`config.mk`:
```
export PLATFORM = sky130hd
export DESIGN_NAME = i2c_unstick
export DESIGN_NICKNAME = d
export VERILOG_FILES = /design/src/rtl/i2c_unstick_pkg.sv /design/src/rtl/i2c_unstick_sync.sv /design/src/rtl/i2c_unstick_lowtimer.sv /design/src/rtl/i2c_unstick_fsm.sv /design/src/rtl/i2c_unstick.sv
export SDC_FILE = /design/constraint.sdc
export NUM_CORES = 1
export LEC_CHECK = 0
export CAP_MARGIN = 20
export CELL_PAD_IN_SITES_DETAIL_PLACEMENT = 1
export CELL_PAD_IN_SITES_GLOBAL_PLACEMENT = 1
export CORE_UTILIZATION = 45
export DETAILED_ROUTE_END_ITERATION = 7
export GPL_ROUTABILITY_DRIVEN = 0
export GPL_TIMING_DRIVEN = 0
export PLACE_DENSITY_LB_ADDON = 0.1
export SYNTH_ARGS = -nofsm -noshare
export SYNTH_HDL_FRONTEND = slang
export SYNTH_SLANG_ARGS = --single-unit
```
`constraint.sdc`:
```
create_clock -name clk -period 2.5 [get_ports clk]
set_clock_uncertainty 0.05 [all_clocks]
set_input_delay 0.75 -clock clk [delete_from_list [all_inputs] [get_ports clk]]
set_output_delay 0.75 -clock clk [all_outputs]
set_load 0.005 [all_outputs]
```
`src/rtl/i2c_unstick_pkg.sv`:
```
package i2c_unstick_pkg;

  typedef enum logic [2:0] {
    ST_WAIT,
    ST_LINK,
    ST_GUARD,
    ST_CLK_LO,
    ST_CLK_HI,
    ST_STOP_A,
    ST_STOP_B,
    ST_STOP_C
  } unstick_st_e;

  function automatic int unsigned us_to_cycles(input longint unsigned clk_hz,
                                               input longint unsigned us);
    longint unsigned c;
    c = (clk_hz * us) / 64'd1_000_000;
    if (c < 1) c = 1;
    return int'(c);
  endfunction

  function automatic int unsigned max3(input int unsigned a, input int unsigned b,
                                       input int unsigned c);
    int unsigned m;
    m = (a > b) ? a : b;
    return (m > c) ? m : c;
  endfunction

endpackage

```
`src/rtl/i2c_unstick_sync.sv`:
```
module i2c_unstick_sync #(
  parameter int unsigned W      = 2,
  parameter int unsigned STAGES = 2
) (
  input  logic         clk,
  input  logic         rst_n,
  input  logic [W-1:0] d,
  output logic [W-1:0] q
);
  // Idle bus level is high, so the chain resets to ones.
  for (genvar i = 0; i < W; i++) begin : g_bit
    logic [STAGES-1:0] sh;
    always_ff @(posedge clk or negedge rst_n) begin
      if (!rst_n) sh <= '1;
      else        sh <= {sh[STAGES-2:0], d[i]};
    end
    assign q[i] = sh[STAGES-1];
  end
endmodule

```
`src/rtl/i2c_unstick_lowtimer.sv`:
```
module i2c_unstick_lowtimer #(
  parameter int unsigned LIMIT = 100
) (
  input  logic clk,
  input  logic rst_n,
  input  logic clr,
  input  logic line_hi,
  output logic expired
);
  localparam int unsigned W = $clog2(LIMIT + 1);
  localparam logic [W-1:0] LIM = W'(LIMIT);

  logic [W-1:0] cnt;

  always_ff @(posedge clk or negedge rst_n) begin
    if (!rst_n)                cnt <= '0;
    else if (clr || line_hi)   cnt <= '0;
    else if (cnt != LIM)       cnt <= cnt + 1'b1;
  end

  assign expired = (cnt == LIM);
endmodule

```
`src/rtl/i2c_unstick_fsm.sv`:
```
module i2c_unstick_fsm
  import i2c_unstick_pkg::*;
#(
  parameter int unsigned GUARD_CYC = 40,
  parameter int unsigned HALF_CYC  = 58,
  parameter int unsigned IDLE_CYC  = 100,
  parameter int unsigned PULSES    = 16
) (
  input  logic clk,
  input  logic rst_n,
  input  logic pwr_good,
  input  logic disc_en,
  input  logic sda_s,
  input  logic scl_s,
  input  logic expired,
  output logic conn_en,
  output logic scl_pd,
  output logic sda_pd
);
  localparam int unsigned TMAX = max3(GUARD_CYC, HALF_CYC, IDLE_CYC);
  localparam int unsigned TW   = $clog2(TMAX + 1);
  localparam int unsigned PW   = $clog2(PULSES + 1);
  localparam logic [TW-1:0] GUARD_LAST = TW'(GUARD_CYC - 1);
  localparam logic [TW-1:0] HALF_LAST  = TW'(HALF_CYC - 1);
  localparam logic [TW-1:0] IDLE_LAST  = TW'(IDLE_CYC - 1);
  localparam logic [PW-1:0] PULSE_LAST = PW'(PULSES - 1);

  unstick_st_e   state;
  logic [TW-1:0] tmr;
  logic [PW-1:0] pcnt;
  logic          sda_q, exp_q;
  logic          exp_rise, stop_seen, half_done;

  assign exp_rise  = expired & ~exp_q;
  assign stop_seen = sda_s & ~sda_q & scl_s;
  assign half_done = (tmr == HALF_LAST);

  always_ff @(posedge clk or negedge rst_n) begin
    if (!rst_n) begin
      state <= ST_WAIT;
      tmr   <= '0;
      pcnt  <= '0;
      sda_q <= 1'b1;
      exp_q <= 1'b0;
    end else begin
      sda_q <= sda_s;
      exp_q <= expired;
      if (!pwr_good) begin
        state <= ST_WAIT;
        tmr   <= '0;
        pcnt  <= '0;
      end else begin
        unique case (state)
          ST_WAIT: begin
            if (exp_rise && disc_en) begin
              state <= ST_GUARD;
              tmr   <= '0;
            end else if (stop_seen) begin
              state <= ST_LINK;
              tmr   <= '0;
            end else if (sda_s && scl_s) begin
              if (tmr == IDLE_LAST) begin
                state <= ST_LINK;
                tmr   <= '0;
              end else begin
                tmr <= tmr + 1'b1;
              end
            end else begin
              tmr <= '0;
            end
          end
          ST_LINK: begin
            if (exp_rise && disc_en) begin
              state <= ST_GUARD;
              tmr   <= '0;
            end
          end
          ST_GUARD: begin
            if (tmr == GUARD_LAST) begin
              state <= ST_CLK_LO;
              tmr   <= '0;
              pcnt  <= '0;
            end else begin
              tmr <= tmr + 1'b1;
            end
          end
          ST_CLK_LO: begin
            if (half_done) begin
              state <= ST_CLK_HI;
              tmr   <= '0;
            end else tmr <= tmr + 1'b1;
          end
          ST_CLK_HI: begin
            if (half_done) begin
              tmr  <= '0;
              pcnt <= pcnt + 1'b1;
              if (sda_s || pcnt == PULSE_LAST) state <= ST_STOP_A;
              else                             state <= ST_CLK_LO;
            end else tmr <= tmr + 1'b1;
          end
          ST_STOP_A: begin
            if (half_done) begin
              state <= ST_STOP_B;
              tmr   <= '0;
            end else tmr <= tmr + 1'b1;
          end
          ST_STOP_B: begin
            if (half_done) begin
              state <= ST_STOP_C;
              tmr   <= '0;
            end else tmr <= tmr + 1'b1;
          end
          ST_STOP_C: begin
            if (half_done) begin
              state <= ST_WAIT;
              tmr   <= '0;
            end else tmr <= tmr + 1'b1;
          end
          default: begin
            state <= ST_WAIT;
            tmr   <= '0;
          end
        endcase
      end
    end
  end

  assign conn_en = (state == ST_LINK);
  assign scl_pd  = (state == ST_CLK_LO) || (state == ST_STOP_A) || (state == ST_STOP_B);
  assign sda_pd  = (state == ST_STOP_B) || (state == ST_STOP_C);
endmodule

```
`src/rtl/i2c_unstick.sv`:
```
module i2c_unstick
  import i2c_unstick_pkg::*;
#(
  parameter int unsigned CLK_HZ      = 100_000_000,
  parameter int unsigned STUCK_US    = 30_000,
  parameter int unsigned GUARD_US    = 40,
  parameter int unsigned SCL_HZ      = 8_500,
  parameter int unsigned IDLE_US     = 100,
  parameter int unsigned PULSES      = 16,
  parameter int unsigned SYNC_STAGES = 2
) (
  input  logic clk,
  input  logic rst_n,
  input  logic pwr_good,
  input  logic disc_en,
  input  logic sda_in,
  input  logic scl_in,
  output logic fault_n,
  output logic conn_en,
  output logic sda_pd,
  output logic scl_pd
);
  localparam int unsigned STUCK_CYC = us_to_cycles(CLK_HZ, STUCK_US);
  localparam int unsigned GUARD_CYC = us_to_cycles(CLK_HZ, GUARD_US);
  localparam int unsigned IDLE_CYC  = us_to_cycles(CLK_HZ, IDLE_US);
  localparam int unsigned HALF_RAW  = CLK_HZ / (2 * SCL_HZ);
  localparam int unsigned HALF_CYC  = (HALF_RAW < 1) ? 1 : HALF_RAW;
  localparam int unsigned NLINE     = 2;   // index 0 = SDA, 1 = SCL

  logic [NLINE-1:0] line_raw, line_s, line_exp;

  assign line_raw = {scl_in, sda_in};

  i2c_unstick_sync #(.W(NLINE), .STAGES(SYNC_STAGES)) u_sync (
    .clk(clk), .rst_n(rst_n), .d(line_raw), .q(line_s)
  );

  for (genvar i = 0; i < NLINE; i++) begin : g_tmr
    i2c_unstick_lowtimer #(.LIMIT(STUCK_CYC)) u_tmr (
      .clk(clk), .rst_n(rst_n), .clr(~pwr_good),
      .line_hi(line_s[i]), .expired(line_exp[i])
    );
  end

  i2c_unstick_fsm #(
    .GUARD_CYC(GUARD_CYC), .HALF_CYC(HALF_CYC),
    .IDLE_CYC(IDLE_CYC), .PULSES(PULSES)
  ) u_fsm (
    .clk(clk), .rst_n(rst_n), .pwr_good(pwr_good), .disc_en(disc_en),
    .sda_s(line_s[0]), .scl_s(line_s[1]), .expired(|line_exp),
    .conn_en(conn_en), .scl_pd(scl_pd), .sda_pd(sda_pd)
  );

  assign fault_n = ~|line_exp;
endmodule

```
# Word-level counts from Yosys, hierarchy flattened
# Index checks and enable logic that the tools add are counted.
[word_totals]
register_bits = 72
input_bits = 6
wordCells = 91
[classes]
n_addsub = 4
n_eq_ne = 25
muxes = 31
n_bitwise = 6
n_reduce_logical = 16
[ops]
columns = ["operator", "n"]
rows = [
  ["14-bit two-way mux", 8],
  ["22-bit two-way mux", 4],
  ["14-bit case mux with 4 select lines", 1],
  ["22-bit by 1-bit adder with 22-bit output (second input constant)", 2],
  ["22-bit == test (second input constant)", 2],
  ["22-bit != test (second input constant)", 2],
  ["3-bit two-way mux", 13],
  ["3-bit case mux with 8 select lines", 1],
  ["3-bit by 2-bit != test with 1-bit output (second input constant)", 7],
  ["5-bit two-way mux", 3],
  ["14-bit by 1-bit adder with 14-bit output (second input constant)", 1],
  ["14-bit by 12-bit == test with 1-bit output (second input constant)", 1],
  ["14-bit by 13-bit == test with 1-bit output (second input constant)", 1],
  ["14-bit == test (second input constant)", 1],
  ["3-bit == test (second input constant)", 4],
  ["5-bit by 2-bit != test with 1-bit output (second input constant)", 2],
  ["5-bit case mux with 2 select lines", 1],
  ["9-bit AND reduction", 1],
  ["3-bit by 2-bit == test with 1-bit output (second input constant)", 2],
  ["1-bit logical OR", 6],
  ["5-bit by 1-bit adder with 5-bit output (second input constant)", 1],
  ["5-bit by 4-bit == test with 1-bit output (second input constant)", 1],
  ["5-bit OR reduction", 1],
  ["2-bit nonzero test", 2],
  ["other kinds (9)", 14],
]

# Longest topological paths before layout
[depth]
depth_word = 7
mapped_depth = 10

# Modules after synthesis
# A second synthesis with hierarchy kept.
[hier_totals]
cells_unflattened = 450
hier_area_um2 = 4131.5
[modules_own_cells]
columns = ["module", "instances", "cells_per_inst", "area_each_um2"]
rows = [
  ["i2c_unstick_fsm", 1, 179, 1586.5],
  ["i2c_unstick_lowtimer (g_tmr[1].u_tmr)", 1, 137, 1253.7],
  ["i2c_unstick_lowtimer (g_tmr[0].u_tmr)", 1, 125, 1157.4],
  ["i2c_unstick_sync", 1, 6, 120.1],
  ["i2c_unstick", 1, 3, 13.8],
]

# Worst setup path before layout
# Ideal clock, no wire load.
[synth_path]
kind = "register to register"
from = "register g_tmr[0].u_tmr.cnt[3]"
to = "register u_fsm.tmr[7]"
arrival_ns = 1.986
required_time_ns = 2.369
path_slack_ns = 0.383
stages_incl_launch_ff = 8
period_less_slack_ns = 2.117
cell_sequence = "dfrtp_1 nor4b_2 nand4_2 o32a_1 and2_4 buf_6 or3_1 o211ai_2"
[synth_between]
elab_chain_len = 7
[synth_lines]
columns = ["element", "line_no", "text"]
rows = [
  ["start, declared", "i2c_unstick_lowtimer.sv:13", "logic [W-1:0] cnt;"],
  ["start signal, assigned", "i2c_unstick_lowtimer.sv:18", "else if (cnt != LIM) cnt <= cnt + 1'b1;"],
  ["22-bit == test *", "i2c_unstick_lowtimer.sv:21", "assign expired = (cnt == LIM);"],
  ["2-bit OR reduction *", "i2c_unstick.sv:50", ".sda_s(line_s[0]), .scl_s(line_s[1]), .expired(|line_exp),"],
  ["1-bit AND *", "i2c_unstick_fsm.sv:34", "assign exp_rise = expired & ~exp_q;"],
  ["1-bit logical AND *", "i2c_unstick_fsm.sv:55, i2c_unstick_fsm.sv:73", ""],
  ["14-bit two-way mux", "i2c_unstick_fsm.sv:55", "if (exp_rise && disc_en) begin"],
  ["14-bit case mux with 4 select lines", "i2c_unstick_fsm.sv:53", "unique case (state)"],
  ["14-bit two-way mux", "i2c_unstick_fsm.sv:48", "if (!pwr_good) begin"],
  ["end signal, assigned", "i2c_unstick_fsm.sv:66", "tmr <= tmr + 1'b1;"],
  ["end signal, assigned", "i2c_unstick_fsm.sv:84", "tmr <= tmr + 1'b1;"],
  ["end signal, assigned", "i2c_unstick_fsm.sv:91", "end else tmr <= tmr + 1'b1;"],
  ["end, declared", "i2c_unstick_fsm.sv:29", "logic [TW-1:0] tmr;"],
]
# Mark *: on every way between the ends. The rest lies on a longest branch, timed or not.
# A chain may end at the register's enable or synchronous reset.

# Final worst setup path
[layout_path]
from = "register g_tmr[0].u_tmr.cnt[3]"
to = "output port fault_n"
[layout_between]
elab_chain_len = 3
[layout_lines]
columns = ["element", "line_no", "text"]
rows = [
  ["22-bit == test", "i2c_unstick_lowtimer.sv:21", ""],
  ["2-bit OR reduction", "-", ""],
  ["via u_fsm.expired", "i2c_unstick_fsm.sv:15", "input logic expired,"],
  ["1-bit logical NOT", "i2c_unstick.sv:54", "assign fault_n = ~|line_exp;"],
  ["end, declared", "i2c_unstick.sv:18", "output logic fault_n,"],
]
# The timed path passes the listed nets, and every way through them passes these cells.

==> impl_metrics.yaml <==
synth:
  netlist_instances: 421
  synth_top_area_share_pct: 42.92
  syn_area_sq_mm: 0.003906
  yosysTopAreaCell: "dfrtp_1"
  dominantRegCellSynth: "dfrtp_1"
  yosysWarnings: 0
  async_reset_ff_share_pct: 100.0
  synth_edf_count: 0
  synthesis.nets: 435
  avgSynthCellArea_sq_um: 9.278
  ys_types: 50
  synthTopCellsByArea: "dfrtp_1 (43%), xor2_1 (7.2%), nor2_1 (6.1%)"
  synth_seq_cells: 72
  ys_seq_area_share_pct: 46.28
cts:
  path_clk_slew_ns: 0.08
  clock_latency_ns: 0.35
  cts_htree_levels: 3
  cts_buffers: 9
  ctsHoldBuffers: 0
  cts_tree: "done"
  clock_path_buffers: 2
  root_buffer: "clkbuf_8"
  cts_num_sinks: 72
worst_setup_path:
  arrival_ns: 1.76
  crit_chain: "nor4b_4, nand4_2, buf_4, o22ai_4, inv_1, clkbuf_2"
  r2r_start: "g_tmr[0].u_tmr.cnt[3]"
  cp_slowest_cell: "dfrtp_1"
  critPathRequiredTime_ns: 1.70
  reg2reg_slack_ns: 0.13
  cp-endpoint: "fault_n"
  max_stage_delay_ns: 0.43
  cp-start-kind: "flop"
  reg2regPathDepth: 8
  endpoint_kind: "primary output"
  r2r_end: "u_fsm.tmr[7]"
  critical_path_class: "flop to primary output"
  critical_path.max_fanout: 3
  startpoint: "g_tmr[0].u_tmr.cnt[3]"
sta:
  worst_pin_slew_ns: 0.5878
  max_freq_mhz: 391.0
  slew_headroom_pct: 60.51
  fin_ws_ns: -0.05787
  finalCritPeriodShare_pct: 102.3
  setup_violations: 1
  hold_violations: 0
  slew_viol_final: 0
  layout_min_cycle_time_ns: 2.558
  rsz0062_at_grt: "true"
grt:
  track_usage_pct: 23.43
  gr-total-overflow: 0
  grt_antenna_before_repair: 0
  grt_max_degree: 41
  grt_pass1_vias: 3254
  grt_pass1_wl_mm: 16.28
power:
  total_power_mw: 2.218
  combinationalPowerShare_pct: 6.1
  p_leak_nw: 1.891
  ir_worst_vdd_v: 0.0002543
  switchingPower_mw: 0.5528
  intPower_mw: 1.665
  seqPwrFrac_pct: 53.6
  p_sw_share_pct: 24.92
  powerDensity_mw_per_mm2: 482.4
  p_clk_share_pct: 40.3
layout:
  final_layout_size_suffix_gt1_share_pct: 17.13
  nNetsFinal: 476
  final_cells: 572
  area_growth_pct: 17.71
  num-fill-cells: 982
  fin_area_sq_mm: 0.004598
  diodes: 0
floorplan:
  core_sq_mm: 0.008299
  initial_core_util_pct: 47.07
  die_area_sq_mm: 0.009057
  io_pins: 10
  row_count: 33
  dieHeight_um: 95.17
  die_w_um: 95.17
placement:
  place_hpwl_mm: 6.586
  port_buffers: 9
  place_area_sq_mm: 0.004145
  dp.cells: 536
route:
  drt_iter0_markers: 77
  post-route-drc-count: 0
  wl_per_cell_um: 17.27
  num_vias: 3219
  routed_wl_mm: 9.878
  ant_nets: 0
  vias_per_cell: 5.628
  drtPass1Iterations: 5
flow_run:
  cap_violations: 0
status:
  outcome: "complete, but fails checks"
  violations: "negative setup slack"
min_path:
  hold_class: "input pin to async pin"
-- what timing repair did --
item,4_1_cts,5_1_grt
pin swaps,7,10
cloned,0,0
resized for setup,19,17
setup endpoints to repair,17,20
setup buffers,14,8
-- cell type report --
cell class,count,area (sq um),area share (%)
Multi-Input combinational cell,324,2088,45.41
Clock buffer,12,165.2,3.592
Inverter,13,48.80,1.061
Sequential cell,72,1810,39.37
Clock inverter,4,26.28,0.5714
Buffer,10,57.56,1.252
Timing Repair Buffer,32,270.3,5.878
Tap cell,105,131.4,2.857
-- critical path, delay by kind of cell (launching register included) --
| family | cells | cell delay, ns |
|---|---|---|
| AND/OR/NAND/NOR | 2 | 0.47 |
| flip-flops | 1 | 0.43 |
| buffers and inverters | 3 | 0.35 |
| AO/OA/AOI/OAI | 1 | 0.17 |
-- cells in the mapped netlist (3+ instances only) --
cell	instances
a21oi_1	12
and2_1	6
and3_1	11
and4_1	6
clkbuf_1	10
dfrtp_1	67
dfstp_2	5
ha_1	8
inv_1	13
mux2_2	4
mux2i_1	5
nand2_1	40
nand2b_1	4
nand3_1	32
nand4_1	17
nor2_1	63
nor2b_1	5
nor3_1	8
nor4b_1	3
o211ai_1	4
o21ai_0	17
o31ai_1	3
or3_1	5
xnor2_1	10
xor2_1	32
-- flip-flops by register name, summed over array words and instances, names as in the netlist --
signal and count:
g_tmr.u_tmr.cnt 44, u_fsm.exp_q 1, u_fsm.pcnt 5, u_fsm.sda_q 1, u_fsm.state 3, u_fsm.tmr 14
u_sync.g_bit.sh 4
-- routing by layer --
metal  GRT usage, %  share of wire (%)  routed length, um
met1          33.79                 48               4790
met2          35.65                 49               4830
met3          3.429                1.6                159
met4          8.333               0.98                 97
met5              0                  0                  0
-- metrics by stage --
stage / TNS, ns / setup WS (ns) / hold slack, ns / utilization [%]
4_1_cts: -0.1785 / -0.1190 / 0.2972 / 54.12
2_1_floorplan: 0 / 0.3829 / 0.2952 / -
3_3_place_gp: -142.40 / -1.968 / 0.2963 / 49.74
6_report: -0.05787 / -0.05787 / 0.2914 / 55.40
3_5_place_dp: -6.771 / -0.4324 / 0.2998 / 49.95
5_1_grt: -0.1792 / -0.1666 / 0.3181 / 55.40
-- logic make-up (layout without fill, tap and decap cells) --
group | Yosys count | count (layout) | synth area share (%)
buf+inv | 25 | 71 | 2.595
mux | 9 | 9 | 2.434
fa+ha+maj | 8 | 8 | 2.563
flops | 72 | 72 | 46.28
simple gates | 215 | 215 | 28.54
compound gates | 50 | 50 | 8.168
xor+xnor | 42 | 42 | 9.417
-- worst min-delay path by stage --
stage | to | depth (start not counted) | slack, ns | startpoint
final | g_tmr[0].u_tmr.cnt[11] | 1 | 0.29 | rst_n
after global routing | g_tmr[0].u_tmr.cnt[11] | 1 | 0.32 | rst_n
after CTS | g_tmr[0].u_tmr.cnt[12] | 1 | 0.30 | rst_n
after detailed placement | u_sync.g_bit[1].sh[1] | 0 | 0.30 | u_sync.g_bit[1].sh[0]
after global placement | u_sync.g_bit[0].sh[1] | 0 | 0.30 | u_sync.g_bit[0].sh[0]
after floorplan | u_sync.g_bit[0].sh[1] | 0 | 0.30 | u_sync.g_bit[0].sh[0]
-- placed cells by master (no fill, tap or decap), types with 2 or more instances in the layout --
cell	synthesis	layout
dfrtp_1	67	65
nor2_1	63	62
nand2_1	40	39
xor2_1	32	32
nand3_1	32	31
buf_4	0	23
nand4_1	17	17
o21ai_0	17	16
clkbuf_8	0	13
inv_1	13	12
a21oi_1	12	12
and3_1	11	11
xnor2_1	10	10
nor3_1	8	7
ha_1	8	7
and2_1	6	6
and4_1	6	6
clkdlybuf4s50_1	0	6
clkbuf_1	10	5
mux2i_1	5	5
dfstp_2	5	5
mux2_2	4	4
nor2b_1	5	4
nand2b_1	4	4
or3_1	5	4
o211ai_1	4	4
o31ai_1	3	3
clkbuf_2	0	3
nor4_2	1	2
nand4_2	2	2
nor4b_4	0	2
nor4bb_1	2	2
nand3b_1	2	2
a31oi_1	2	2
o311ai_0	2	2
clkinv_2	0	2
dfrtp_2	0	2
-- power groups by stage --
stage	clock [mW]	sequential [mW]	combinational (mW)
floorplan	0	1.21	0.0633
global placement	0	1.21	0.120
detailed placement	0	1.21	0.126
CTS	0.918	1.19	0.130
global route	0.962	1.19	0.154
finish	0.894	1.19	0.136
No activity file was read; power rests on OpenSTA's default activity.
